`config.mk`:
```
export PLATFORM = sky130hd
export DESIGN_NAME = hdr_ratio_sel
export DESIGN_NICKNAME = d
export VERILOG_FILES = /design/src/rtl/hdr_ratio_pkg.sv /design/src/rtl/hrs_word_counter.sv /design/src/rtl/hrs_field_tap.sv /design/src/rtl/hrs_ratio_enc.sv /design/src/rtl/hdr_ratio_sel.sv
export SDC_FILE = /design/constraint.sdc
export NUM_CORES = 1
export LEC_CHECK = 0
export ABC_AREA = 1
export BUFFER_PORTS_ARGS = -buffer_cell sky130_fd_sc_hd__clkbuf_2
export CORE_MARGIN = 1
export CORE_UTILIZATION = 44
export CTS_CLUSTER_DIAMETER = 100
export DETAILED_ROUTE_END_ITERATION = 16
export GPL_ROUTABILITY_DRIVEN = 0
export PLACE_DENSITY = 0.82
export SYNTH_ARGS = -nofsm -noshare
export SYNTH_HDL_FRONTEND = slang
export SYNTH_HIERARCHICAL = 1
export SYNTH_SLANG_ARGS = --single-unit
```
`constraint.sdc`:
```
create_clock -name clk -period 1.5 [get_ports clk]
set_input_delay 0.3 -clock clk [delete_from_list [all_inputs] [get_ports clk]]
set_output_delay 0.3 -clock clk [all_outputs]
set_load 0.005 [all_outputs]
```
`src/rtl/hdr_ratio_pkg.sv`:
```
package hdr_ratio_pkg;
  typedef enum logic [1:0] {
    RATIO_X1 = 2'd0,
    RATIO_X2 = 2'd1,
    RATIO_X4 = 2'd2,
    RATIO_X8 = 2'd3
  } ratio_e;
endpackage

```
`src/rtl/hrs_word_counter.sv`:
```
module hrs_word_counter #(
  parameter int LAST_IDX = 229,
  localparam int CNT_W = $clog2(LAST_IDX + 2)
) (
  input  logic             clk,
  input  logic             rst,
  input  logic             start,
  input  logic             in_valid,
  input  logic             in_last,
  output logic [CNT_W-1:0] idx,
  output logic             take,
  output logic             hit_end,
  output logic             short_end
);
  logic armed;

  assign take      = in_valid && armed && !start;
  assign hit_end   = take && (idx == CNT_W'(LAST_IDX));
  assign short_end = take && in_last && (idx != CNT_W'(LAST_IDX));

  always_ff @(posedge clk) begin
    if (rst) begin
      armed <= 1'b0;
      idx   <= '0;
    end else if (start) begin
      armed <= 1'b1;
      idx   <= '0;
    end else if (take) begin
      idx <= idx + CNT_W'(1);
      if (hit_end || short_end) armed <= 1'b0;
    end
  end

  AST_IDX_BOUND: assert property (@(posedge clk) disable iff (rst)
    armed |-> (idx <= CNT_W'(LAST_IDX)));
  AST_IDX_STEP: assert property (@(posedge clk) disable iff (rst)
    take |=> (idx == $past(idx) + CNT_W'(1)));
endmodule

```
`src/rtl/hrs_field_tap.sv`:
```
module hrs_field_tap #(
  parameter int DATA_W = 32,
  parameter int TAP_IDX = 69,
  parameter int LSB = 2,
  parameter int FW = 2,
  parameter bit ACTIVE_LOW = 1'b0,
  parameter int CNT_W = 8
) (
  input  logic              clk,
  input  logic              rst,
  input  logic              clear,
  input  logic              take,
  input  logic [CNT_W-1:0]  idx,
  input  logic [DATA_W-1:0] data,
  output logic              flag
);
  logic [FW-1:0] field;
  logic          hit;
  logic          value;

  assign field = data[LSB +: FW];
  assign hit   = take && (idx == CNT_W'(TAP_IDX));

  generate
    if (ACTIVE_LOW) begin : g_low
      assign value = ~(&field);
    end else begin : g_high
      assign value = |field;
    end
  endgenerate

  always_ff @(posedge clk) begin
    if (rst || clear) flag <= 1'b0;
    else if (hit)     flag <= value;
  end

  AST_TAP_HOLD: assert property (@(posedge clk) disable iff (rst)
    (!clear && !hit) |=> $stable(flag));
endmodule

```
`src/rtl/hrs_ratio_enc.sv`:
```
module hrs_ratio_enc
  import hdr_ratio_pkg::*;
(
  input  logic       enc,
  input  logic       cmp,
  input  logic       wide,
  output logic [1:0] code
);
  ratio_e base;

  always_comb begin
    if (cmp)      base = RATIO_X4;
    else if (enc) base = RATIO_X2;
    else          base = RATIO_X1;
    if (base != RATIO_X1 && wide) code = 2'(base) + 2'd1;
    else                          code = 2'(base);
  end
endmodule

```
`src/rtl/hdr_ratio_sel.sv`:
```
module hdr_ratio_sel #(
  parameter int DATA_W = 32,
  parameter int ENC_IDX = 69,
  parameter int ENC_LSB = 2,
  parameter int ENC_W = 2,
  parameter int CMP_IDX = 229,
  parameter int CMP_BIT = 1
) (
  input  logic              clk,
  input  logic              rst,
  input  logic              start,
  input  logic              wide_mode,
  input  logic              in_valid,
  output logic              in_ready,
  input  logic [DATA_W-1:0] in_data,
  input  logic              in_last,
  output logic              enc_flag,
  output logic              cmp_flag,
  output logic [1:0]        ratio_code,
  output logic              done,
  output logic              len_err
);
  localparam int LAST_IDX = CMP_IDX;
  localparam int CNT_W = $clog2(LAST_IDX + 2);

  logic [CNT_W-1:0] idx;
  logic take, hit_end, short_end;
  logic wide_q;

  assign in_ready = 1'b1;

  hrs_word_counter #(.LAST_IDX(LAST_IDX)) u_cnt (
    .clk(clk), .rst(rst), .start(start), .in_valid(in_valid),
    .in_last(in_last), .idx(idx), .take(take), .hit_end(hit_end),
    .short_end(short_end)
  );

  hrs_field_tap #(.DATA_W(DATA_W), .TAP_IDX(ENC_IDX), .LSB(ENC_LSB),
    .FW(ENC_W), .ACTIVE_LOW(1'b0), .CNT_W(CNT_W)) u_enc (
    .clk(clk), .rst(rst), .clear(start), .take(take), .idx(idx),
    .data(in_data), .flag(enc_flag)
  );

  hrs_field_tap #(.DATA_W(DATA_W), .TAP_IDX(CMP_IDX), .LSB(CMP_BIT),
    .FW(1), .ACTIVE_LOW(1'b1), .CNT_W(CNT_W)) u_cmp (
    .clk(clk), .rst(rst), .clear(start), .take(take), .idx(idx),
    .data(in_data), .flag(cmp_flag)
  );

  hrs_ratio_enc u_enc_ratio (
    .enc(enc_flag), .cmp(cmp_flag), .wide(wide_q), .code(ratio_code)
  );

  always_ff @(posedge clk) begin
    if (rst) begin
      wide_q  <= 1'b0;
      done    <= 1'b0;
      len_err <= 1'b0;
    end else begin
      done <= hit_end;
      if (start) begin
        wide_q  <= wide_mode;
        len_err <= 1'b0;
      end else if (short_end) begin
        len_err <= 1'b1;
      end
    end
  end

  AST_DONE_PULSE: assert property (@(posedge clk) disable iff (rst)
    done |=> !done);
  AST_ERR_NO_DONE: assert property (@(posedge clk) disable iff (rst)
    len_err |-> !done);
  AST_START_CLEAR: assert property (@(posedge clk) disable iff (rst)
    start |=> (!len_err && !done));
  AST_X1_CODE: assert property (@(posedge clk) disable iff (rst)
    (done && !enc_flag && !cmp_flag) |-> (ratio_code == 2'd0));
  AST_WIDE_HOLD: assert property (@(posedge clk) disable iff (rst)
    !start |=> $stable(wide_q));
endmodule

```
Word-level counts from Yosys, hierarchy flattened
Cells that the tools add are included.
{"block": "op_classes", "add_sub_neg": 2, "mul": 0, "div": 0, "magnitude_cmp": 0, "eq_ne": 3, "n_shift": 0, "muxes": 6, "n_bitwise": 1, "n_reduce_logical": 16}
{"cell": "$add 8x1->8 const B", "count": 1}
{"cell": "$eq 8x7->1 const B", "count": 1}
{"cell": "$eq 8x8->1 const B", "count": 1}
{"cell": "$ne 8x8->1 const B", "count": 1}
{"cell": "$logic_and 1x1->1", "count": 7}
{"cell": "$reduce_bool 2->1", "count": 3}
{"cell": "$mux 1", "count": 4}
{"cell": "$mux 2", "count": 2}
{"cell": "$reduce_or 2->1", "count": 2}
{"cell": "$add 2x1->2 const B", "count": 1}
{"cell": "$logic_or 1x1->1", "count": 2}
{"cell": "$reduce_and 2->1", "count": 1}
{"cell": "$logic_not 1->1", "count": 1}
{"cell": "$not 1->1", "count": 1}
{"block": "totals", "reg_bits": 14, "latchBits": 0, "ram_bits": 0, "mem_bits_ro": 0, "inputBits": 38, "out_inout_bits": 7, "wordCells": 35, "n_memories": 0}

Longest topological paths before layout
{"block": "logic_depth", "ltp_word": 8, "ltp_mapped": 10, "depth_no_buf": 10}

By module
Netlist, hierarchy kept.
{"module": "hrs_word_counter", "instances": 1, "cells_each": 79, "area_each_um2": 526.8, "seq_area_each_um2": 180.2}
{"module": "hdr_ratio_sel", "instances": 1, "cells_each": 15, "area_each_um2": 112.6, "seq_area_each_um2": 60.1}
{"module": "hrs_field_tap at u_enc", "instances": 1, "cells_each": 23, "area_each_um2": 111.4, "seq_area_each_um2": 20.0}
{"module": "hrs_field_tap at u_cmp", "instances": 1, "cells_each": 17, "area_each_um2": 88.8, "seq_area_each_um2": 20.0}
{"module": "hrs_ratio_enc", "instances": 1, "cells_each": 7, "area_each_um2": 27.5, "seq_area_each_um2": 0.0}

Least setup slack after synthesis
OpenSTA, ideal clock, no wires.
{"block": "synth_path", "path_type": "reg-to-reg", "startpoint": "register u_cnt.idx[0]", "endpoint": "register len_err", "setup_ns": 0.115, "arrival_time_ns": 0.981, "t_required_ns": 1.385, "setup_slack_ns": 0.404, "path_stages_with_launch": 8, "n_path_buf": 0, "period_less_slack_ns": 1.096, "cell_sequence": "dfxtp_1 -> ha_1 -> nand2_1 -> nor2_1 -> nand2_1 -> inv_2 -> nor2_1 -> o21a_1"}
{"block": "synth_between", "elab_chain_cells": 2}
{"element": "start: declaration", "line_no": "hrs_word_counter.sv:10", "source": "output logic [CNT_W-1:0] idx,"}
{"element": "start signal: assignment", "line_no": "hrs_word_counter.sv:29", "source": "idx <= idx + CNT_W'(1);"}
{"element": "$ne 8x8->1", "line_no": "hrs_word_counter.sv:19", "source": "assign short_end = take && in_last && (idx != CNT_W'(LAST_IDX));"}
{"element": "$logic_and 1x1->1", "line_no": "hrs_word_counter.sv:19"}
{"element": "named net short_end", "line_no": "hdr_ratio_sel.sv:27", "source": "logic take, hit_end, short_end;"}
{"element": "end signal: assignment", "line_no": "hdr_ratio_sel.sv:58", "source": "len_err <= 1'b0;"}
{"element": "end signal: assignment", "line_no": "hdr_ratio_sel.sv:63", "source": "len_err <= 1'b0;"}
{"element": "end signal: assignment", "line_no": "hdr_ratio_sel.sv:65", "source": "len_err <= 1'b1;"}
{"element": "end: declaration", "line_no": "hdr_ratio_sel.sv:21", "source": "output logic len_err"}
The timed path passes the listed nets, and every way through them passes these cells.
A chain may end at the register's enable or synchronous reset.

Worst setup path after layout
{"block": "layout_path", "startpoint": "register u_cmp.flag", "endpoint": "output ratio_code[0]"}
{"block": "layout_between", "elab_chain_cells": 4}
{"element": "start: declaration", "line_no": "hrs_field_tap.sv:15", "source": "output logic flag"}
{"element": "start signal: assignment", "line_no": "hrs_field_tap.sv:34", "source": "else if (hit) flag <= value;"}
{"element": "$mux 2 *", "line_no": "hrs_ratio_enc.sv:12", "source": "if (cmp) base = RATIO_X4;"}
{"element": "branches (longest 2 deep; another with $add 2x1->2)"}
{"element": "$mux 2 *", "line_no": "hrs_ratio_enc.sv:15", "source": "if (base != RATIO_X1 && wide) code = 2'(base) + 2'd1;"}
{"element": "end: declaration", "line_no": "hdr_ratio_sel.sv:19", "source": "output logic [1:0] ratio_code,"}
Mark *: on every way between the ends.

==> flow_summary.json <==
{
  "hold_class": "in2reg",
  "rsz0062_at_grt": "false",
  "routedWlPerCell_um": 8.97,
  "fin_tns_setup_ns": 0,
  "crit_chain": "inv_1 -> nand3_1 -> nand2_1 -> clkbuf_2",
  "max_stage_delay_ns": 0.37,
  "synth_cells": 141,
  "post_cts_resized": 0,
  "rows": 15,
  "post_cts_buffers": 0,
  "synth_seq_cells": 14,
  "initial_core_util": 0.486,
  "h-tree-depth": 1,
  "dr.pass1.iters": 4,
  "core_area_mm2": 0.00178,
  "layout-drive-gt1-share": 0.204,
  "fmax_mhz": 801,
  "cts_max_path_buffers": 2,
  "clk_pin_slew_worst_paths_ns": 0.08,
  "area_delta_synth_final_pct": 13.4,
  "yosysSeqAreaShare": 0.323,
  "crit_type": "reg2out",
  "routed_wl_um": 1630,
  "gr-total-overflow": 0,
  "grtUsageTotal": 0.179,
  "power_leakage_uw": 0.000455,
  "fillers": 174,
  "root_buffer": "clkbuf_4",
  "grt_pass1_vias": 678,
  "setup_viol": 0,
  "placedCellCount": 179,
  "worstPathMaxFanout": 4,
  "grt_max_degree": 9,
  "final_cells": 182,
  "slew_violations": 0,
  "hold_viol_final": 0,
  "vias": 831,
  "period_share": 0.832,
  "r2r_slack_ns": 0.26,
  "peakVddDrop_v": 0.000399,
  "critical-path-top-delay-family": "flip-flops",
  "cp-start-kind": "flip-flop",
  "syn_area_per_cell_um2": 6.15,
  "yosysWarnings": 6,
  "maxCapViolCount": 0,
  "fp.dieH_um": 46.4,
  "cts_tree": "built",
  "io_buffers": 14,
  "fin_crit_ns": 1.25,
  "post-dp-hpwl_um": 1260,
  "num_antenna_cells": 0,
  "cts_buffers": 3,
  "antenna_found_initial": 0,
  "final_util": 0.552,
  "clk_latency_ns": 0.28,
  "clock_sinks": 14,
  "synth_nets": 181,
  "status": "finished, final reports clean",
  "crit_buf_inv": 2,
  "viasPerCell": 4.57,
  "io-pin-count": 45,
  "drc": 0,
  "drt-initial-drc-count": 9,
  "setup_slack_ns": 0.251,
  "syn-cell-area_um2": 867,
  "power.density_mw_per_mm2": 659,
  "cts_hold_buf": 0,
  "die_x_um": 46.4,
  "postRouteAntennaNets": 0,
  "arrival_ns": 0.95,
  "final_nets": 199,
  "grt_pass1_wl_um": 2610,
  "required_ns": 1.20,
  "crit_path_top_delay_cell": "dfxtp_1",
  "dp_slack_ns": 0.175,
  "cp-end-kind": "output port",
  "power_uw": 648,
  "finClkSkew_ns": 0.00215,
  "die_area_mm2": 0.00215,
  "synth_cell_type_count": 19
}
-- per-stage QoR --
| step | hold WS [ns] | instance area, um^2 |
|---|---|---|
| floorplan | 0.371 | 867 |
| global placement | 0.448 | 961 |
| detailed placement | 0.467 | 961 |
| CTS | 0.266 | 983 |
| global route | 0.279 | 983 |
| finish | 0.275 | 983 |
-- worst register-to-register path, delay by kind of cell (launching register included) --
| family | cells | cell delay, ns |
|---|---|---|
| simple gates | 4 | 0.42 |
| fa+ha+maj | 1 | 0.20 |
| buf+inv | 2 | 0.09 |
| flops | 1 | 0.46 |
-- Yosys cell counts --
cell,n,area [um^2]
buf_4,1,7.51
inv_1,30,113
nor2_4,2,22.5
nand4_1,4,25.0
nor3_1,1,5.00
ha_1,2,25.0
nor2_2,5,31.3
nand2_1,33,124
o21a_1,2,15.0
dfxtp_1,14,280
inv_2,5,18.8
a21oi_1,4,20.0
nand3_2,1,10.0
conb_1,1,3.75
nand3_1,7,35.0
o21ai_1,2,10.0
nor2_1,25,93.8
nand3_4,1,17.5
nor3_2,1,10.0
-- flip-flops by register name (all words and copies together), names as in the netlist --
register     flops
u_cnt/idx        8
done             1
len_err          1
u_cmp/flag       1
u_cnt/armed      1
u_enc/flag       1
wide_q           1
-- where the power goes --
| part | total (uW) | internal (uW) | switching (uW) | leakage, uW |
|---|---|---|---|---|
| logic | 48.6 | 19.4 | 29.2 | 0.000328 |
| clock network | 217 | 93.3 | 124 | 0.0000138 |
| registers | 382 | 377 | 5.51 | 0.000113 |
-- per-layer routing --
metal	vias up	wire [um]	global-route usage
met4	0	34	0.141
met3	4	41	0.0353
met1	357	764	0.186
met5	-	0	0
met2	14	792	0.308
li1	456	-	-
-- path summary, 6_finish.rpt --
check	start	to	depth (start not counted)
hold / removal	rst	done$_SDFF_PP0_	2
hold reg to reg	len_err$_SDFFE_PP0P_	len_err$_SDFFE_PP0P_	1
setup / recovery	u_cmp/flag$_SDFFE_PP0P_	ratio_code[0]	4
setup reg to reg	u_cnt/idx[0]$_SDFFE_PP0P_	u_cnt/idx[6]$_SDFFE_PP0P_	7
-- kinds of logic after synthesis --
logic type | count (synthesis) | synth area share
buffers and inverters | 36 | 0.160
adder cells (fa/ha/maj) | 2 | 0.0289
flip-flops | 14 | 0.323
other | 1 | 0.00432
AO/OA/AOI/OAI | 8 | 0.0519
AND/OR/NAND/NOR | 80 | 0.431
-- cell type report --
type	instances	area, um^2	share of cell area
well taps	25	31.3	0.0318
flip-flops and latches	14	280	0.285
clock buffers	3	22.5	0.0229
inverters	35	131	0.134
repair buffers	14	70.1	0.0712
multi-input cells	91	448	0.455
-- layout by cell type, fill, tap and decap left out --
master	instances
nor2_2	5
ha_1	2
clkbuf_2	14
inv_1	30
clkbuf_4	3
dfxtp_1	14
nand3_1	7
inv_2	5
o21ai_1	2
nand2_1	33
nand3_4	1
nand3_2	1
nor3_1	1
nor2_1	25
nor2_4	2
nor3_2	1
a21oi_1	4
conb_1	1
nand4_1	4
o21a_1	2
Note: power is estimated with default switching activity, not from simulation.
